`src/rtl/rcc_pkg.sv`:
```
package rcc_pkg;
  localparam int NUM_SRC = 5;
  localparam int REG_W   = 8;

  // flag positions inside the cause byte
  localparam int IDX_POR = 0;
  localparam int IDX_EXT = 1;
  localparam int IDX_BOD = 2;
  localparam int IDX_WDT = 3;
  localparam int IDX_DBG = 4;

  typedef logic [NUM_SRC-1:0] cause_t;
endpackage

```
`src/rtl/rcc_req_merge.sv`:
```
module rcc_req_merge
  import rcc_pkg::*;
(
  input  logic   por_req,
  input  logic   ext_req,
  input  logic   bod_req,
  input  logic   wdt_pulse,
  input  logic   dbg_req,
  output cause_t set_vec,
  output logic   any_req
);
  always_comb begin
    set_vec          = '0;
    set_vec[IDX_POR] = por_req;
    set_vec[IDX_EXT] = ext_req;
    set_vec[IDX_BOD] = bod_req;
    set_vec[IDX_WDT] = wdt_pulse;
    set_vec[IDX_DBG] = dbg_req;
    any_req          = |set_vec;
  end
endmodule

```
`src/rtl/rcc_hold_timer.sv`:
```
module rcc_hold_timer #(
  parameter int HOLD_CYCLES = 16
) (
  input  logic clk,
  input  logic por_req,
  input  logic any_req,
  output logic rst_o
);
  localparam int CW = $clog2(HOLD_CYCLES + 1);
  localparam logic [CW-1:0] LOAD = CW'(HOLD_CYCLES);

  logic [CW-1:0] cnt;

  always_ff @(posedge clk) begin
    if (any_req) begin
      cnt   <= LOAD;
      rst_o <= 1'b1;
    end else if (cnt != '0) begin
      cnt   <= cnt - 1'b1;
      rst_o <= 1'b1;
    end else begin
      rst_o <= 1'b0;
    end
  end

  AST_REQ_HOLDS_RST: assert property (@(posedge clk) disable iff (por_req)
    any_req |=> rst_o);
  AST_CNT_BOUND: assert property (@(posedge clk) disable iff (por_req)
    any_req |=> (cnt <= LOAD));
  AST_STRETCH_ACTIVE: assert property (@(posedge clk) disable iff (por_req)
    (!any_req && cnt != '0) |=> rst_o);
  AST_RELEASE_IDLE: assert property (@(posedge clk) disable iff (por_req)
    (!any_req && cnt == '0) |=> !rst_o);
endmodule

```
`src/rtl/rcc_cause_reg.sv`:
```
module rcc_cause_reg
  import rcc_pkg::*;
(
  input  logic               clk,
  input  logic               por_req,
  input  cause_t             set_vec,
  input  logic               reg_we,
  input  cause_t             wr_bits,
  output logic [REG_W-1:0]   reg_rdata
);
  cause_t flags;

  for (genvar i = 0; i < NUM_SRC; i++) begin : g_flag
    if (i == IDX_POR) begin : g_por
      // power-on flag: only a software zero clears it
      always_ff @(posedge clk) begin
        if (set_vec[i])                flags[i] <= 1'b1;
        else if (reg_we && !wr_bits[i]) flags[i] <= 1'b0;
      end
    end else begin : g_src
      always_ff @(posedge clk) begin
        if (por_req)                   flags[i] <= set_vec[i];
        else if (set_vec[i])           flags[i] <= 1'b1;
        else if (reg_we && !wr_bits[i]) flags[i] <= 1'b0;
      end
    end

    AST_SET_WINS: assert property (@(posedge clk) disable iff (por_req)
      set_vec[i] |=> flags[i]);
    AST_NO_SPURIOUS_SET: assert property (@(posedge clk) disable iff (por_req)
      !set_vec[i] |=> !$rose(flags[i]));
  end

  always_comb begin
    reg_rdata              = '0;
    reg_rdata[NUM_SRC-1:0] = flags;
  end
endmodule

```
`src/rtl/rst_cause_ctrl.sv`:
```
module rst_cause_ctrl
  import rcc_pkg::*;
#(
  parameter int HOLD_CYCLES = 16
) (
  input  logic             clk,
  input  logic             por_req,
  input  logic             ext_req,
  input  logic             bod_req,
  input  logic             wdt_pulse,
  input  logic             dbg_req,
  input  logic             reg_we,
  input  logic [REG_W-1:0] reg_wdata,
  output logic [REG_W-1:0] reg_rdata,
  output logic             rst_o
);
  cause_t set_vec;
  logic   any_req;
  logic   unused_wdata_hi;

  assign unused_wdata_hi = ^reg_wdata[REG_W-1:NUM_SRC];

  rcc_req_merge u_merge (
    .por_req  (por_req),
    .ext_req  (ext_req),
    .bod_req  (bod_req),
    .wdt_pulse(wdt_pulse),
    .dbg_req  (dbg_req),
    .set_vec  (set_vec),
    .any_req  (any_req)
  );

  rcc_hold_timer #(.HOLD_CYCLES(HOLD_CYCLES)) u_hold (
    .clk    (clk),
    .por_req(por_req),
    .any_req(any_req),
    .rst_o  (rst_o)
  );

  rcc_cause_reg u_cause (
    .clk      (clk),
    .por_req  (por_req),
    .set_vec  (set_vec),
    .reg_we   (reg_we),
    .wr_bits  (reg_wdata[NUM_SRC-1:0]),
    .reg_rdata(reg_rdata)
  );

  AST_UPPER_ZERO: assert property (@(posedge clk) disable iff (por_req)
    reg_we |=> (reg_rdata[REG_W-1:NUM_SRC] == '0));
endmodule

```
`config.mk`:
```
export PLATFORM = sky130hd
export DESIGN_NAME = rst_cause_ctrl
export DESIGN_NICKNAME = d
export VERILOG_FILES = /design/src/rtl/rcc_pkg.sv /design/src/rtl/rcc_req_merge.sv /design/src/rtl/rcc_hold_timer.sv /design/src/rtl/rcc_cause_reg.sv /design/src/rtl/rst_cause_ctrl.sv
export SDC_FILE = /design/constraint.sdc
export NUM_CORES = 1
export LEC_CHECK = 0
export BUFFER_PORTS_ARGS = -buffer_cell sky130_fd_sc_hd__buf_4
export CAP_MARGIN = 5
export CORE_MARGIN = 3
export CORE_UTILIZATION = 38
export DETAILED_ROUTE_END_ITERATION = 16
export GPL_TIMING_DRIVEN = 0
export PLACE_DENSITY = 0.75
export SLEW_MARGIN = 20
export SYNTH_ARGS = -nofsm -noshare
export SYNTH_HDL_FRONTEND = slang
export SYNTH_SLANG_ARGS = --single-unit
```
`constraint.sdc`:
```
create_clock -name clk -period 1.19 [get_ports clk]
set_input_delay 0.238 -clock clk [delete_from_list [all_inputs] [get_ports clk]]
set_output_delay 0.238 -clock clk [all_outputs]
set_load 0.01 [all_outputs]
```
Word-level counts from Yosys, hierarchy flattened

Index checks and enable logic that the tools add are counted.

Add/subtract/negate cells: 1
Multiplexer cells: 13
Reductions and logical operators: 16

Operator list:

| cell                                              | count |
|---|---|
| 2-to-1 mux 1 bit                                  | 13 |
| nonzero test 3 bit                                | 4 |
| logical AND 1 bit                                 | 5 |
| logical NOT 1 bit                                 | 5 |
| nonzero test 5 bit                                | 1 |
| OR reduction 5 bit                                | 1 |
| subtractor 5 x 1 -> 5 bit (second input constant) | 1 |

Flip-flop bits (word level): 11
Input bits: 15
Output and inout bits: 9
Word-level logic and storage cells: 37

Longest topological paths before layout

Word-level depth: 5
Gate-level depth with buffers: 5

By module

A second synthesis with hierarchy kept.

Cells, all modules: 56
Area, all modules: 584.3 µm²

Modules (own cells, without submodules):

| module         | times used | cells an instance | area each (µm²) | seq. area each (µm²) |
|---|---|---|---|---|
| rcc_hold_timer | 1          | 28                | 315.3           | 120.1 |
| rcc_cause_reg  | 1          | 20                | 219.0           | 140.1 |
| rcc_req_merge  | 1          | 8                 | 50.0            | 0.0 |

Worst setup path after synthesis

No wires, ideal clock.

Path kind: flip-flop to flip-flop
From: reg u_hold.cnt[0]
To: reg u_hold.cnt[1]
Setup time: 86 ps
Data arrival time: 1,112 ps
Required time: 1,104 ps
Setup slack: -7 ps
Stages on the path, launching flop included: 6
Buffers on the path: 0
Clock period less this slack: 1,197 ps
Cell sequence: dfxtp_1 -> inv_1 -> ha_1 -> nor4b_4 -> nor2b_1 -> a211oi_1

Cells in the longest elaborated chain, start to end: 1

Ends and longest elaborated chain:

| element                                                                | RTL line                                   | text |
|---|---|---|
| start: declaration                                                     | rcc_hold_timer.sv:12                       | `logic [CW-1:0] cnt;` |
| start signal: assignment                                               | rcc_hold_timer.sv:19                       | `cnt <= cnt - 1'b1;` |
| subtractor 5 x 1 -> 5 bit / nonzero test 5 bit (equally long branches) | rcc_hold_timer.sv:19, rcc_hold_timer.sv:18 |  |

Several ways; a longest one is shown, not always the timed one.
A chain may end at the register's enable or synchronous reset.

Worst setup path in the final report

From: reg u_hold.cnt[0]
To: reg u_hold.cnt[0]

Same word-level chain as after synthesis.

==> flow_results.org <==
** Synthesis
- Share of Yosys cell area claimed by the top area cell type :: about 28%
- For this run, the leading register cell type out of synthesis is dfxtp_1.
- Sequential elements use around half of the synthesized area.
- The largest total area in the synthesized netlist belongs to dfxtp_1.
- Cell with the most instances after synthesis :: dfxtp_1
- The mapped netlist covers between 500 and 600 um^2.
- Cells after synthesis :: 47
- Ranked by total cell area, the synthesized netlist is headed by dfxtp_1, edfxtp_1, xnor2_1.
- Counting distinct cell types in the post-synthesis netlist gives 22.
- Fraction of registers with async set or reset after synthesis :: 0%
- In this run, synthesis inferred 4 flip-flops with an integrated enable.
- Counting instances in the post-synthesis netlist gives the leading cell types as dfxtp_1, nor2_1, edfxtp_1, o21ai_0.
- Dividing the synthesized area by the synthesized cell count gives 10.7 um^2.
- Yosys printed 0 warnings.
- Counting flops and latches in the post-synthesis netlist gives 11.

** Timing
- Derived from the worst setup path, the maximum achievable clock frequency is 0.836 GHz.
- Layout Skew :: approximately 4.6 ps
- The final number of max-transition violations was 0.
- Final Hold Fails :: 0
- After routing, the total negative slack on setup checks comes to -5.81 ps.
- The final critical path takes up 100% of the cycle.
- Setup repair after global routing could not meet its margin everywhere.
- Minimum clock period after layout :: between 1000 and 1500 ps
- Endpoints failing setup :: 1
- Once routing completed, OpenROAD measured the worst setup slack at -5.81 ps.

** Critical path
- Together, buffers and inverters on the worst path number 2.
- Highest fanout seen on the critical path :: 3
- Among all stages on the critical path, the largest delay is contributed by dfxtp_2.
- Kind of critical path :: flip-flop to flip-flop
- R2R setup slack :: -6 ps
- Family with the most delay on the worst path :: flip-flops
- Critical Path Max Stage Delay :: about 340 ps
- Crit path DAT :: 1350 ps
- STA classifies the critical path endpoint as a flip-flop.
- STA classifies the critical path startpoint as a flip-flop.
- Walking the worst path, the cells encountered are inv_4, ha_4, nor4b_4, buf_4, xnor2_1, nor2_1.
- WP data required :: 1340 ps

** Finish
- Fill cell count :: approximately 100
- Fin nets :: 91
- Cell area after layout :: around 730 um^2
- Excluding fillers, the count of instances in the completed layout stands at 87.
- Post-synthesis to final-layout area growth :: 44.5%
- Antenna Diode Count :: 0
- In the final layout, the share of cells above drive strength 1 is between 40% and 50%.

** Placed design
- The count of buffers added on input and output ports is 17.
- Counting tap cells, the placed design contains a total of 80 instances.
- After detailed placement, the total cell area comes to roughly 660 um^2.
- Routability congestion estimate from global placement :: roughly 0.80

** Floorplanning
- The floorplan has 12 rows.
- From left edge to right edge, the die measures 42.4 um.
- Number of top-level pins :: 24
- Die extent in y :: 42.4 um
- Total Die Area :: between 1500 and 2000 um^2
- Initial standard-cell utilization of the core :: 42.9%
- Placeable core area :: roughly 1200 um^2

** Clock tree
- Root Driver :: clkbuf_4
- Clock tree from TritonCTS :: built
- Counting the buffers created by CTS gives 3.
- Maximum number of buffers from clock root to sink :: 2
- H-Tree Level Count :: 1
- Worst-Skew Late Latency :: 260 ps
- Sink Count :: 11
- Clock transition time at the flip-flop clock pins of the worst setup and hold paths :: about 70 ps

** Detailed routing
- The count of nets left with antenna violations once routing finished came out at 0.
- For this run, design rule violations remaining after detail routing come to 0.
- Post-DR wirelength/cell :: ~12 um
- Count of routing violations after the opening detailed-route iteration :: 5
- For this block, the routed nets add up to ~1.0 mm of wire.
- Iteration count of the initial detailed-routing pass :: 4
- Number of vias per cell after detailed routing :: roughly 4.7
- The final route contains 405 vias.

** Job
- Across the run, the number of max-cap violations was 0.

** Hold path
- Min-delay worst type :: input pin to flip-flop

** Run status
- Run status :: finished, violations left
- Violations in the final reports :: setup timing

** GRT
- Maximum number of pins on one net before global-route repair :: 7
- Antenna violations before repair :: 0
- The number of global-route vias before repair is 383.
- For met2 alone, demand over resource in global routing was 21.0%.
- Total congestion overflow after global routing :: 0
- Global routing used between 3 and 4% of the available met3 tracks.
- The global routing stage identified its most utilized layer as met2.
- For met1 alone, demand over resource in global routing was between 10% and 20%.
- First-pass GRT wire length :: 1.52 mm
- Global routing consumed, over all layers together, 11.5% of the routing resources.

** Power and ir drop
- In this run the power spent charging and discharging nets is about 170 uW.
- In this run the power density over the cells is 1070 nW/um^2.
- Internal Dissipation :: approximately 610 uW
- Share of power burned in registers :: between 50% and 60%
- Fraction of power spent switching nets :: between 20% and 30%
- Of the total power, the clock network draws a little under a third.
- The share of total power dissipated in combinational logic is 14.9%.
- Maximum vdd drop :: between 0.0007 and 0.0008 V
- In this run the static leakage power is around 0.32 nW.
-- power by group through the flow --
stage | clock (mW) | combinational [mW] | sequential, mW
2_1_floorplan | 0 | 0.0410 | 0.433
3_3_place_gp | 0 | 0.108 | 0.425
3_5_place_dp | 0 | 0.110 | 0.425
4_1_cts | 0.255 | 0.113 | 0.417
5_1_grt | 0.274 | 0.125 | 0.419
6_report | 0.243 | 0.115 | 0.417
-- sequential cells by signal, summed over array words and instances (netlist names) --
register           flops
u_hold.cnt             5
u_hold.rst_o           1
u_cause.reg_rdata      5
-- cell usage in the layout, fill, tap and decap left out, types with 2 or more instances in the layout --
cell       n
edfxtp_1   4
nand2_1    2
xnor2_1    3
dfxtp_2    2
conb_1     3
dfxtp_1    5
nor3_1     3
buf_4     23
o21ai_0    4
clkbuf_4   3
nor2_1     5
inv_2      2
-- routing by layer --
| metal | routed length [um] | share of wire [%] |
|---|---|---|
| met2 | 558 | 54 |
| met1 | 421 | 41 |
| met3 | 35 | 3.4 |
| met4 | 21 | 2.0 |
| met5 | 0 | 0 |
-- metrics by stage --
step                      hold WS [ps]  setup slack (ps)  power [mW]  utilization (%)
after detailed placement           428              -154       0.535             56.0
after CTS                          149              12.1       0.785             60.5
after floorplan                    337              18.2       0.474                -
final                              161             -5.81       0.776             62.1
after global placement             423              -117       0.533             56.0
after global routing               147             -74.0       0.819             62.1
-- final timing paths --
kind / cells after the start / to / start
setup / recovery: 6 / u_hold.cnt[0]$_SDFFE_PP0P_ / u_hold.cnt[0]$_SDFFE_PP0P_
hold / removal: 1 / u_cause.reg_rdata[1]$_DFFE_PP_ / ext_req
setup reg to reg: 6 / u_hold.cnt[0]$_SDFFE_PP0P_ / u_hold.cnt[0]$_SDFFE_PP0P_
hold reg to reg: 2 / u_cause.reg_rdata[0]$_SDFFE_PP1P_ / u_cause.reg_rdata[0]$_SDFFE_PP1P_
-- layout make-up --
class                   count  area, um^2  area share, %
inverters                   3        13.8           1.89
plain buffers               3        22.5           3.10
repair buffers             20         150           20.7
flip-flops and latches     11         263           36.1
multi-input cells          32         234           32.2
clock buffers               4        26.3           3.61
well taps                  14        17.5           2.41
-- logic make-up after synthesis --
| logic type | after synthesis | synth area share, % |
|---|---|---|
| other cells | 1 | 0.746 |
| buf+inv | 6 | 6.72 |
| mux | 1 | 1.99 |
| compound gates | 6 | 6.97 |
| fa+ha+maj | 2 | 4.97 |
| xor+xnor | 3 | 5.22 |
| flops | 11 | 51.7 |
| simple gates | 17 | 21.6 |
-- timing repair --
item,CTS,global route
pin swaps,1,1
endpoints found under the setup margin,3,6
endpoints found under the hold margin,0,0
hold buffers,0,0
gates resized for setup,5,2
setup buffers,1,2
No activity file was read; power rests on OpenSTA's default activity.
